--- src/rtl/frame_irq_pkg.sv ---
package frame_irq_pkg;
  // Decoded conditions of the current count, before registering.
  typedef struct packed {
    logic qtr;      // quarter-frame step due on the next edge
    logic half;     // half-frame step due on the next edge
    logic flag_set; // inside the three-edge flag window
    logic irq_hit;  // last edge of the window: request fires
  } step_t;

  localparam int unsigned NUM_QTR = 3;
  localparam int unsigned HALF_IDX = 1; // which quarter point also clocks half
endpackage

--- src/rtl/fseq_counter.sv ---
module fseq_counter #(
  parameter int unsigned LAST = 29831,
  parameter int unsigned CW   = 15
) (
  input  logic          clk,
  input  logic          rst,
  input  logic          wr_en,
  input  logic          wr_inh,
  output logic [CW-1:0] cnt,
  output logic          eff_inh
);
  logic restart_q;
  logic pend_inh_q;
  logic inh_q;

  always_ff @(posedge clk) begin
    if (rst) begin
      restart_q  <= 1'b0;
      pend_inh_q <= 1'b0;
      inh_q      <= 1'b0;
      cnt        <= '0;
    end else begin
      restart_q <= wr_en;
      if (wr_en) pend_inh_q <= wr_inh;
      if (restart_q) begin
        cnt   <= '0;
        inh_q <= pend_inh_q;
      end else if (cnt == CW'(LAST)) begin
        cnt <= '0;
      end else begin
        cnt <= cnt + 1'b1;
      end
    end
  end

  // The inhibit bit takes hold on the same edge as the restart.
  assign eff_inh = restart_q ? pend_inh_q : inh_q;
endmodule

--- src/rtl/fseq_step_dec.sv ---
module fseq_step_dec
  import frame_irq_pkg::*;
#(
  parameter int unsigned LAST = 29831,
  parameter int unsigned CW   = 15,
  parameter int unsigned QTR1 = 7457,
  parameter int unsigned QTR2 = 14913,
  parameter int unsigned QTR3 = 22371
) (
  input  logic          clk,
  input  logic          rst,
  input  logic [CW-1:0] cnt,
  output step_t         step,
  output logic          qtr_stb,
  output logic          half_stb
);
  localparam int unsigned QPOS [NUM_QTR] = '{QTR1, QTR2, QTR3};
  localparam int unsigned WIN_LO = LAST - 2;

  logic [NUM_QTR-1:0] qmatch;

  // Step times are counted from the write edge; the count starts one
  // edge later and the strobe register adds one more.
  for (genvar g = 0; g < NUM_QTR; g++) begin : g_qpos
    assign qmatch[g] = (cnt == CW'(QPOS[g] - 2));
  end

  logic final_step;
  assign final_step = (cnt == CW'(LAST));

  always_comb begin
    step.qtr      = (|qmatch) | final_step;
    step.half     = qmatch[HALF_IDX] | final_step;
    step.flag_set = (cnt >= CW'(WIN_LO));
    step.irq_hit  = final_step;
  end

  always_ff @(posedge clk) begin
    if (rst) begin
      qtr_stb  <= 1'b0;
      half_stb <= 1'b0;
    end else begin
      qtr_stb  <= step.qtr;
      half_stb <= step.half;
    end
  end
endmodule

--- src/rtl/fseq_irq_state.sv ---
module fseq_irq_state (
  input  logic clk,
  input  logic rst,
  input  logic eff_inh,
  input  logic flag_set,
  input  logic irq_hit,
  input  logic rd_ack,
  output logic status_flag,
  output logic irq_n
);
  always_ff @(posedge clk) begin
    if (rst) begin
      status_flag <= 1'b0;
      irq_n       <= 1'b1;
    end else if (eff_inh) begin
      status_flag <= 1'b0;
      irq_n       <= 1'b1;
    end else begin
      // A set in the same clock outranks the read clear.
      if (flag_set)    status_flag <= 1'b1;
      else if (rd_ack) status_flag <= 1'b0;
      if (irq_hit)     irq_n <= 1'b0;
      else if (rd_ack) irq_n <= 1'b1;
    end
  end
endmodule

--- src/rtl/frame_irq_gen.sv ---
module frame_irq_gen
  import frame_irq_pkg::*;
#(
  parameter int unsigned FLAG_CYC = 29831,
  parameter int unsigned QTR1     = 7457,
  parameter int unsigned QTR2     = 14913,
  parameter int unsigned QTR3     = 22371,
  parameter int unsigned DW       = 8,
  parameter int unsigned INH_BIT  = 6
) (
  input  logic          clk,
  input  logic          rst,
  input  logic          wr_en,
  input  logic [DW-1:0] wr_data,
  input  logic          rd_ack,
  output logic          status_flag,
  output logic          irq_n,
  output logic          qtr_stb,
  output logic          half_stb
);
  localparam int unsigned CW = $clog2(FLAG_CYC + 1);

  logic [CW-1:0] cnt;
  logic          eff_inh;
  step_t         step;

  fseq_counter #(.LAST(FLAG_CYC), .CW(CW)) u_cnt (
    .clk     (clk),
    .rst     (rst),
    .wr_en   (wr_en),
    .wr_inh  (wr_data[INH_BIT]),
    .cnt     (cnt),
    .eff_inh (eff_inh)
  );

  fseq_step_dec #(
    .LAST(FLAG_CYC), .CW(CW), .QTR1(QTR1), .QTR2(QTR2), .QTR3(QTR3)
  ) u_dec (
    .clk      (clk),
    .rst      (rst),
    .cnt      (cnt),
    .step     (step),
    .qtr_stb  (qtr_stb),
    .half_stb (half_stb)
  );

  fseq_irq_state u_irq (
    .clk         (clk),
    .rst         (rst),
    .eff_inh     (eff_inh),
    .flag_set    (step.flag_set),
    .irq_hit     (step.irq_hit),
    .rd_ack      (rd_ack),
    .status_flag (status_flag),
    .irq_n       (irq_n)
  );
endmodule

--- config.mk ---
export PLATFORM = sky130hd
export DESIGN_NAME = frame_irq_gen
export DESIGN_NICKNAME = d
export VERILOG_FILES = /design/src/rtl/frame_irq_pkg.sv /design/src/rtl/fseq_counter.sv /design/src/rtl/fseq_step_dec.sv /design/src/rtl/fseq_irq_state.sv /design/src/rtl/frame_irq_gen.sv
export SDC_FILE = /design/constraint.sdc
export NUM_CORES = 1
export LEC_CHECK = 0
export BUFFER_PORTS_ARGS = -buffer_cell sky130_fd_sc_hd__buf_2
export CAP_MARGIN = 20
export CORE_MARGIN = 1.5
export CORE_UTILIZATION = 45
export CTS_CLUSTER_DIAMETER = 30
export DETAILED_ROUTE_END_ITERATION = 8
export HOLD_SLACK_MARGIN = 0.06
export PLACE_DENSITY = 0.65
export SKIP_LAST_GASP = 1
export SLEW_MARGIN = 20
export SYNTH_ARGS = -nofsm -noshare
export SYNTH_HDL_FRONTEND = slang
export SYNTH_HIERARCHICAL = 1
export SYNTH_SLANG_ARGS = --single-unit
--- constraint.sdc ---
create_clock -name clk -period 3.55 [get_ports clk]
set_input_delay 0.71 -clock clk [delete_from_list [all_inputs] [get_ports clk]]
set_output_delay 0.71 -clock clk [all_outputs]
set_load 0.005 [all_outputs]
Yosys cells after proc, flatten, opt, wreduce, memory -nomap -nowiden. Index checks and enable logic that the tools add are counted.

Logic and storage cells: 26. Output and inout port bits: 4. Input port bits: 12. Bits in registers: 22.

Equal/unequal tests: 4. Multiplexer cells: 5. Reduce and logical (&&, ||, !) cells: 5. Bitwise logic cells: 2. Order comparisons: 1. Add/sub/neg operators: 1.

Operators with widths (number): 15-bit equality test, second input constant (2); 15-bit by 1-bit adder with 15-bit output, second input constant (1); 15-bit by 13-bit equality test with 1-bit output, second input constant (1); 15-bit by 14-bit equality test with 1-bit output, second input constant (1); 15-bit >= comparator, second input constant (1); 3-bit OR reduction (2); 1-bit 2-to-1 mux (5); 2-bit nonzero test (2); 1-bit bitwise OR (2); 2-bit OR reduction (1).

Longest topological paths before layout. Gate-level depths: netlist (run 1).

Depth in word-level cells: 3. Mapped depth: 5. Mapped depth without buffers: 5.

By module. Netlist (run 1), hierarchy kept.

By module, submodules not included: fseq_counter (area an instance 795.8 sq um, cells each 82, seq. area each 360.3 sq um, times used 1); fseq_step_dec (area an instance 231.5 sq um, cells each 33, seq. area each 40.0 sq um, times used 1); fseq_irq_state (area an instance 66.3 sq um, cells each 7, seq. area each 40.0 sq um, times used 1).

Least setup slack after synthesis (run 1). OpenSTA, ideal clock, no wires.

Kind: register to register. Start point: register u_cnt.cnt[4]. End point: register u_irq.irq_n. Path buffers: 1. Data required time: 3.426 ns. Stages on the path, launching flop included: 6. Period minus slack after synthesis: 1.519 ns. Setup time: 0.124 ns. Setup slack: 2.031 ns. Arrival time: 1.395 ns. Cell sequence: dfxtp_1 > or4b_4 > nor3_2 > and2_1 > buf_4 > o21ai_0.

Word-level cells in the longest chain between the ends: 2. Elaborated cells between the ends (all ways): 3. Classes of those cells: 1 x eq/ne; 1 x mux; 1 x reduce/logical.

RTL lines: from (decl) (line fseq_counter.sv:9) `output logic [CW-1:0] cnt,`; from (signal assigned) (line fseq_counter.sv:31) `cnt <= cnt + 1'b1;`; 15-bit equality test * (line fseq_step_dec.sv:29) `assign final_step = (cnt == CW'(LAST));`; named net u_dec.final_step (line fseq_step_dec.sv:28) `logic final_step;`; 1-bit 2-to-1 mux or 2-bit nonzero test (tied branches); to (signal assigned) (line fseq_irq_state.sv:17) `irq_n <= 1'b1;`; to (signal assigned) (line fseq_irq_state.sv:22) `if (irq_hit) irq_n <= 1'b0;`; to (signal assigned) (line fseq_irq_state.sv:23) `else if (rd_ack) irq_n <= 1'b1;`; to (decl) (line fseq_irq_state.sv:9) `output logic irq_n`.

Mark *: on every way through the listed nets, which the timed path passes. The rest lies on a longest branch. A chain may end at the register's enable or synchronous reset.

==> metrics, run 1 <==
die height between 50 and 60 um; slowest CP cell a2111oi_0; residual DRC count 0; Comb pwr share 0.038; hpwl dp 1.48 mm; clock tree from TritonCTS done; Pleak around 0.4 nW; Peak supply drop around 220 uV; largest net degree at the start of global routing 16; total gr overflow 0; RSZ-0062 raised after global routing no; reg-to-reg endpoint u_irq/status_flag; hold path cells 2; Internal between 0.0002 and 0.0003 W; share of cells above drive strength 1 0.163; Filler Cell Count around 240; final worst setup slack roughly 1.8 ns; Routed WL 2.08 mm; Max transition margin 0.647; r2r worst-path depth 5; initial antenna violation count 0; row count 17; critical path class reg -> reg; crit path DAT around 1.9 ns; reg2reg setup slack ~1.8 ns; ANT nets after route 0; clock skew ~0.011 ns; status finished, final reports clean; Yosys Warn Count 6; # diodes 0; Clock Latency Late Sink around 0.29 ns; die area between 0.002 and 0.003 mm2; Req. time, crit path 3.75 ns; Setup TNS 0 ns; crit path launch u_cnt/cnt[4]; max incr delay on CP 0.53 ns; CP Capture Type flop; Flop pwr share 0.681; sw frac 0.213; Crit Path Max Fanout 9; clock power share 0.281; die width 52.1 um; clock sink count 22; dpl ws approximately 1.8 ns; Placer Congestion around 0.84; Avg Cell Area, Syn 9.05 um2; Longest Clk Path Bufs 2; sw power ~0.00008 W; TritonRoute pass-1 iters 4; via count just under 900; total core area approximately 0.0023 mm2; Hold Fails Final Rpt 0; fin crit period around 1.7 ns; first-pass GRT wire length 3.58 mm; Area Overhead vs Synth 7.26%; worst hold endpoint u_cnt/pend_inh_q; Overall Global Routing Usage 0.177; number of CTS-inserted buffers 3; PwrDens between 300 and 400 mW/mm2; Resize count post-CTS 0; drt initial violations 22; mapped cell area roughly 0.0011 mm2; post-DR wirelength/cell around 13 um; Max Freq approximately 580 MHz; Net Count, Synth 134; Worst Tran Pin Value between 0.5 and 0.6 ns; count of pins over their slew limit 0; Final nets around 150; clk slew on worst S/H paths 0.12 ns; hold_buf cts 0; Hold Startpoint u_cnt/pend_inh_q; Worst Hold Class reg -> reg; crit path cell chain nor4_1 > nand2_1 > a2111oi_0 > nor2_1 > o21a_1; synthesized instance count between 100 and 150; Starting Density 0.482; Vias/cell approximately 5.6; # Max-Cap Violations 0; reg2reg start u_cnt/cnt[4]; Tcrit/Tclk final 0.484; Root Driver clkbuf_4; post-CTS setup repair buffer count 0; Setup Viol. Count Final 0; htree depth 1; I/O Buffers 8; # IOs 16; vias in the first global route around 860; Startpoint Class flop
[cell type report]
class / instances / area, um2 / share of cell area
clock buffer: 3 / 22.5 / 0.0193
sequential: 22 / 440 / 0.378
tap: 28 / 35.0 / 0.0301
inverter: 4 / 15.0 / 0.0129
multi-input combinational: 92 / 612 / 0.525
timing repair buffer: 8 / 40.0 / 0.0344
[worst max-delay path by stage]
stage	end	depth (start not counted)
after floorplan	u_irq/irq_n	5
after global placement	u_irq/status_flag	5
after detailed placement	u_irq/status_flag	5
after CTS	u_irq/status_flag	5
after global routing	u_irq/status_flag	5
final	u_irq/status_flag	5
[per-layer routing]
metal / share of wire / track usage / routed length [um]
met3: 0.055 / 0.0287 / 114
met1: 0.45 / 0.222 / 931
met2: 0.49 / 0.295 / 1010
met4: 0.0082 / 0.0789 / 17
met5: 0 / 0 / 0
[stage by stage]
step | instance area, um2 | hold slack, ns | power, W | instances | utilization
2_1_floorplan | 1090 | 0.454 | 0.000270 | 120 | -
3_3_place_gp | 1140 | 0.479 | 0.000276 | 154 | 0.507
3_5_place_dp | 1140 | 0.496 | 0.000276 | 154 | 0.507
4_1_cts | 1160 | 0.523 | 0.000383 | 157 | 0.517
5_1_grt | 1160 | 0.543 | 0.000394 | 157 | 0.517
6_report | 1160 | 0.513 | 0.000376 | 157 | 0.517
[sequential cells by signal, indices dropped and copies added (netlist names)]
name / cells
u_cnt/pend_inh_q: 1
u_cnt/restart_q: 1
u_irq/irq_n: 1
u_dec/half_stb: 1
u_cnt/cnt: 15
u_dec/qtr_stb: 1
u_irq/status_flag: 1
u_cnt/inh_q: 1
[layout by cell type, fill, tap and decap left out]
cell,instances
dfxtp_1,22
nor2_1,21
nand2_1,9
xnor2_1,9
buf_2,8
nor3_1,8
nand3_1,5
inv_1,4
xor2_1,4
clkbuf_4,3
nor4_1,3
nand4_1,3
nor2b_1,3
nor4_2,2
ha_1,2
or3_1,2
nand4b_1,2
o21ai_1,2
o21ai_0,2
mux2_2,1
and4b_1,1
a311o_2,1
nand4_4,1
nor2_2,1
and4_1,1
nor4_4,1
mux2i_1,1
or4b_4,1
nor3_2,1
and2_1,1
a2111oi_0,1
o2111ai_1,1
a21oi_2,1
o21a_1,1
[power by group through the flow]
stage	Clock, W	Sequential (W)	Combinational (W)
2_1_floorplan	0	0.000260	0.0000107
3_3_place_gp	0	0.000261	0.0000142
3_5_place_dp	0	0.000262	0.0000147
4_1_cts	0.000112	0.000256	0.0000147
5_1_grt	0.000120	0.000257	0.0000167
6_report	0.000106	0.000256	0.0000143
[critical path: cells and delay by family, from the launching register on]
family | cells | cell delay [ns]
compound gates | 2 | 0.72
flops | 1 | 0.43
simple gates | 3 | 0.48
No activity file was read; power rests on OpenSTA's default activity.
==> run 2, diff against run 1 <==
==> constraint.sdc (replaced) <==
create_clock -name clk -period 1.7 [get_ports clk]
set_input_delay 0.34 -clock clk [delete_from_list [all_inputs] [get_ports clk]]
set_output_delay 0.34 -clock clk [all_outputs]
set_load 0.005 [all_outputs]
==> metrics, run 2 (same netlist as run 1, synthesis figures left out) <==
multi-input logic area about 620 um2; dpl ws roughly 0.16 ns; worst hold endpoint u_dec/qtr_stb; Req. time, crit path ~1.9 ns; Pleak ~0.46 nW; row count 17; Routed WL between 2 and 2.5 mm; # Max-Cap Violations 0; initial antenna violation count 0; residual DRC count 0; clock skew ~0.0041 ns; Max transition margin 0.764; TritonRoute pass-1 iters 4; reg2reg setup slack between 0.09 and 0.1 ns; Tot Pwr approximately 0.0008 W; ANT nets after route 0; I/O Buffers 8; Root Driver clkbuf_4; Max Freq around 620 MHz; htree depth 1; vias in the first global route roughly 830; r2r worst-path depth 5; share of cells above drive strength 1 0.221; Setup Viol. Count Final 0; RSZ-0062 raised after global routing no; Overall Global Routing Usage 0.180; Vias/cell 5.43; Final Hold Slack between 0.2 and 0.3 ns; largest net degree at the start of global routing 16; Worst Hold Class in -> reg; Hold Startpoint rst; Startpoint Class flop; clk slew on worst S/H paths roughly 0.11 ns; commonest cells after routing, fill and taps aside 22 x dfxtp_1, 21 x nor2_1, 9 x nand2_1, 9 x xnor2_1; Worst Tran Pin Value about 0.35 ns; clock sink count 22; PwrDens roughly 640 mW/mm2; max reg flops 15; Peak supply drop roughly 420 uV; count of pins over their slew limit 0; # IOs 16; reg-to-reg endpoint u_cnt/cnt[10]; Reg with most FFs u_cnt/cnt; reg2reg start u_cnt/cnt[0]; sequential cell area 440 um2; fin crit period between 1.5 and 2 ns; commonest non-fill, non-tap cell in the layout dfxtp_1; Starting Density 0.482; die width 52.1 um; clock tree from TritonCTS done; Placer Congestion approximately 0.93; Setup TNS 0 ns; critical path class reg -> reg; Clock Latency Late Sink approximately 0.29 ns; total core area 0.00225 mm2; number of CTS-inserted buffers 3; first-pass GRT wire length about 3.7 mm; Longest Clk Path Bufs 2; Area Overhead vs Synth 14.3%; status finished, final reports clean; die area around 0.0027 mm2; Finished Layout Cells around 160; # diodes 0; hold_buf cts 0; hold path cells 2; drt initial violations 28; total gr overflow 0; final worst setup slack roughly 0.1 ns; post-DR wirelength/cell roughly 13 um; crit path DAT between 1.5 and 2 ns; Tcrit/Tclk final 0.941; Filler Cell Count 229; CP Capture Type flop; Final nets 152; Cells after DPL between 150 and 200; die height 52.1 um; via count ~890; Hold Fails Final Rpt 0; Crit Path Max Fanout 15; hpwl dp ~1.5 mm
## run 2: changes by cell type in the layout (fill, tap and decap cells not counted), sizes merged
cell,previous run,this run
buf,8,15
## run 2: power by group
part           switching [W]  internal, W
Combinational      0.0000183    0.0000190
Sequential         0.0000107     0.000523
Clock               0.000141    0.0000825
## run 2: repair_timing
item / CTS / global route
buffers inserted: 0 / 1
gates resized for setup: 0 / 3
setup endpoints to repair: 0 / 9
## run 2: layer usage
metal,routed length [um],part of all wire,global-route usage
met2,1010,0.48,0.297
met1,1020,0.48,0.227
met5,0,0,0
met4,9,0.0043,0.0833
met3,61,0.029,0.0287
## run 2: layout make-up
cell class	instances	share of cell area
inverters	4	0.0121
multi-input cells	92	0.502
clock buffers	3	0.0181
repair buffers	15	0.0847
flip-flops and latches	22	0.355
well taps	28	0.0282
## run 2: worst max path at each step
| stage | from | endpoint | slack [ns] | cells past startpoint |
|---|---|---|---|---|
| floorplan | u_cnt/cnt[4] | u_irq/irq_n | 0.18 | 5 |
| global placement | u_cnt/cnt[3] | u_irq/status_flag | 0.16 | 5 |
| detailed placement | u_cnt/cnt[0] | u_cnt/cnt[10] | 0.16 | 4 |
| CTS | u_cnt/cnt[0] | u_cnt/cnt[10] | 0.13 | 4 |
| global route | u_cnt/cnt[0] | u_cnt/cnt[10] | 0.01 | 5 |
| finish | u_cnt/cnt[0] | u_cnt/cnt[10] | 0.1 | 5 |
## run 2: stage by stage
stage / area [um2] / util
floorplan: 1090 / -
global placement: 1190 / 0.527
detailed placement: 1190 / 0.527
CTS: 1210 / 0.537
global route: 1240 / 0.550
finish: 1240 / 0.550
## run 2: worst max-delay path, cell delays in order (launching register included)
cell and delay (ns):
dfxtp_1 0.40, ha_1 0.27, and4b_1 0.20, a311o_2 0.41, buf_12 0.16, nor2_1 0.11
==> run 3, diff against run 2 <==
--- a/config.mk
+++ b/config.mk
@@ -9,6 +9,7 @@
 export CAP_MARGIN = 20
 export CORE_MARGIN = 1.5
 export CORE_UTILIZATION = 45
+export CTS_BUF_LIST = sky130_fd_sc_hd__clkbuf_16
 export CTS_CLUSTER_DIAMETER = 30
 export DETAILED_ROUTE_END_ITERATION = 8
 export HOLD_SLACK_MARGIN = 0.06
==> metrics, run 3 (same netlist as run 1, synthesis figures left out) <==
status finished, final reports clean; number of CTS-inserted buffers 3; Peak supply drop about 360 uV; Crit Path Max Fanout 3; Worst Tran Pin Value 0.379 ns; Vias/cell ~5.7; vias in the first global route 846; post-DR wirelength/cell ~13 um; total gr overflow 0; fin crit period roughly 1.6 ns; Hold Fails Final Rpt 0; die width approximately 52 um; DP Area approximately 0.0012 mm2; sw power 0.000193 W; clock power share 0.456; PwrDens 820 mW/mm2; die height roughly 52 um; die area 0.00272 mm2; Longest Clk Path Bufs 2; share of cells above drive strength 1 0.207; I/O Buffers 8; Root Driver clkbuf_16; crit path DAT around 1.7 ns; Final nets approximately 150; dpl ws between 0.15 and 0.2 ns; Filler Cell Count 224; ANT nets after route 0; Startpoint Class flop; CP Capture Type flop; htree depth 1; # Max-Cap Violations 0; Tot Pwr between 0.001 and 0.0015 W; Tcrit/Tclk final 0.933; Max Freq ~630 MHz; Flop pwr share 0.514; first-pass GRT wire length 3.70 mm; commonest non-fill, non-tap cell in the layout dfxtp_1; count of pins over their slew limit 0; Area Overhead vs Synth 16.8%; TritonRoute pass-1 iters 4; residual DRC count 0; Comb pwr share 0.030; Worst Hold Class in -> reg; Req. time, crit path ~1.8 ns; clock tree from TritonCTS done; hold_buf cts 0; row count 17; via count 923; Max transition margin 0.747; max reg flops 15; # diodes 0; Pleak roughly 0.47 nW; Starting Density 0.482; r2r worst-path depth 5; Clock Latency Late Sink 0.25 ns; largest net degree at the start of global routing 16; clk slew on worst S/H paths roughly 0.06 ns; # IOs 16; final worst setup slack approximately 0.11 ns; total core area between 0.002 and 0.0025 mm2; Internal approximately 0.00085 W; critical path class reg -> reg; hpwl dp ~1.5 mm; initial antenna violation count 0; Setup Viol. Count Final 0; Reg with most FFs u_cnt/cnt; Routed WL ~2.2 mm; clock skew between 0.004 and 0.005 ns; commonest cells after routing, fill and taps aside 22 x dfxtp_1, 21 x nor2_1, 9 x nand2_1, 9 x xnor2_1; Overall Global Routing Usage 0.184; hold path cells 2; fin area about 0.0013 mm2; sw frac 0.186; Placer Congestion about 0.93; drt initial violations 4; utilization after layout 0.563; Final Hold Slack ~0.33 ns; clock sink count 22
## run 3: worst max-delay path, stage by stage, from the launching register on
cell and delay (ns):
dfxtp_1 0.33, nor4_1 0.28, nand2_1 0.11, a2111oi_1 0.44
nor2_1 0.12, o21a_1 0.20
## run 3: power groups by stage
stage / clock network (W) / registers, W / logic [W]
after floorplan: 0 / 0.000542 / 0.0000223
after global placement: 0 / 0.000545 / 0.0000302
after detailed placement: 0 / 0.000545 / 0.0000305
after CTS: 0.000487 / 0.000534 / 0.0000308
after global routing: 0.000520 / 0.000536 / 0.0000354
final: 0.000475 / 0.000534 / 0.0000310
## run 3: path summary, 6_finish.rpt
kind | from | to | slack [ns]
worst max-delay path | u_cnt/cnt[3] | u_irq/status_flag | 0.11
worst min-delay path | rst | u_dec/qtr_stb | 0.33
worst max register to register | u_cnt/cnt[3] | u_irq/status_flag | 0.11
worst min register to register | u_cnt/pend_inh_q | u_cnt/pend_inh_q | 0.50
## run 3: area by class of cell
cell class | instances | area, um2 | area share
multi-input combinational | 92 | 618 | 0.487
tap | 28 | 35.0 | 0.0276
inverter | 4 | 15.0 | 0.0118
sequential | 22 | 440 | 0.347
clock buffer | 3 | 75.1 | 0.0592
timing repair buffer | 14 | 85.1 | 0.0671
## run 3: through the flow
stage,setup TNS [ns],instances
after floorplan,0,120
after global placement,0,160
after detailed placement,0,160
after CTS,0,163
after global routing,-0.0896,163
final,0,163
## run 3: routing by layer
metal,track usage,vias to the layer above,wire [um]
li1,-,455,-
met1,0.227,435,1020
met2,0.310,31,1060
met3,0.0374,2,95
met4,0.0746,0,9
met5,0,-,0
## run 3: what timing repair did
action,in CTS,in global routing
setup buffers,0,0
resized for setup,0,2
setup endpoints to repair,0,3
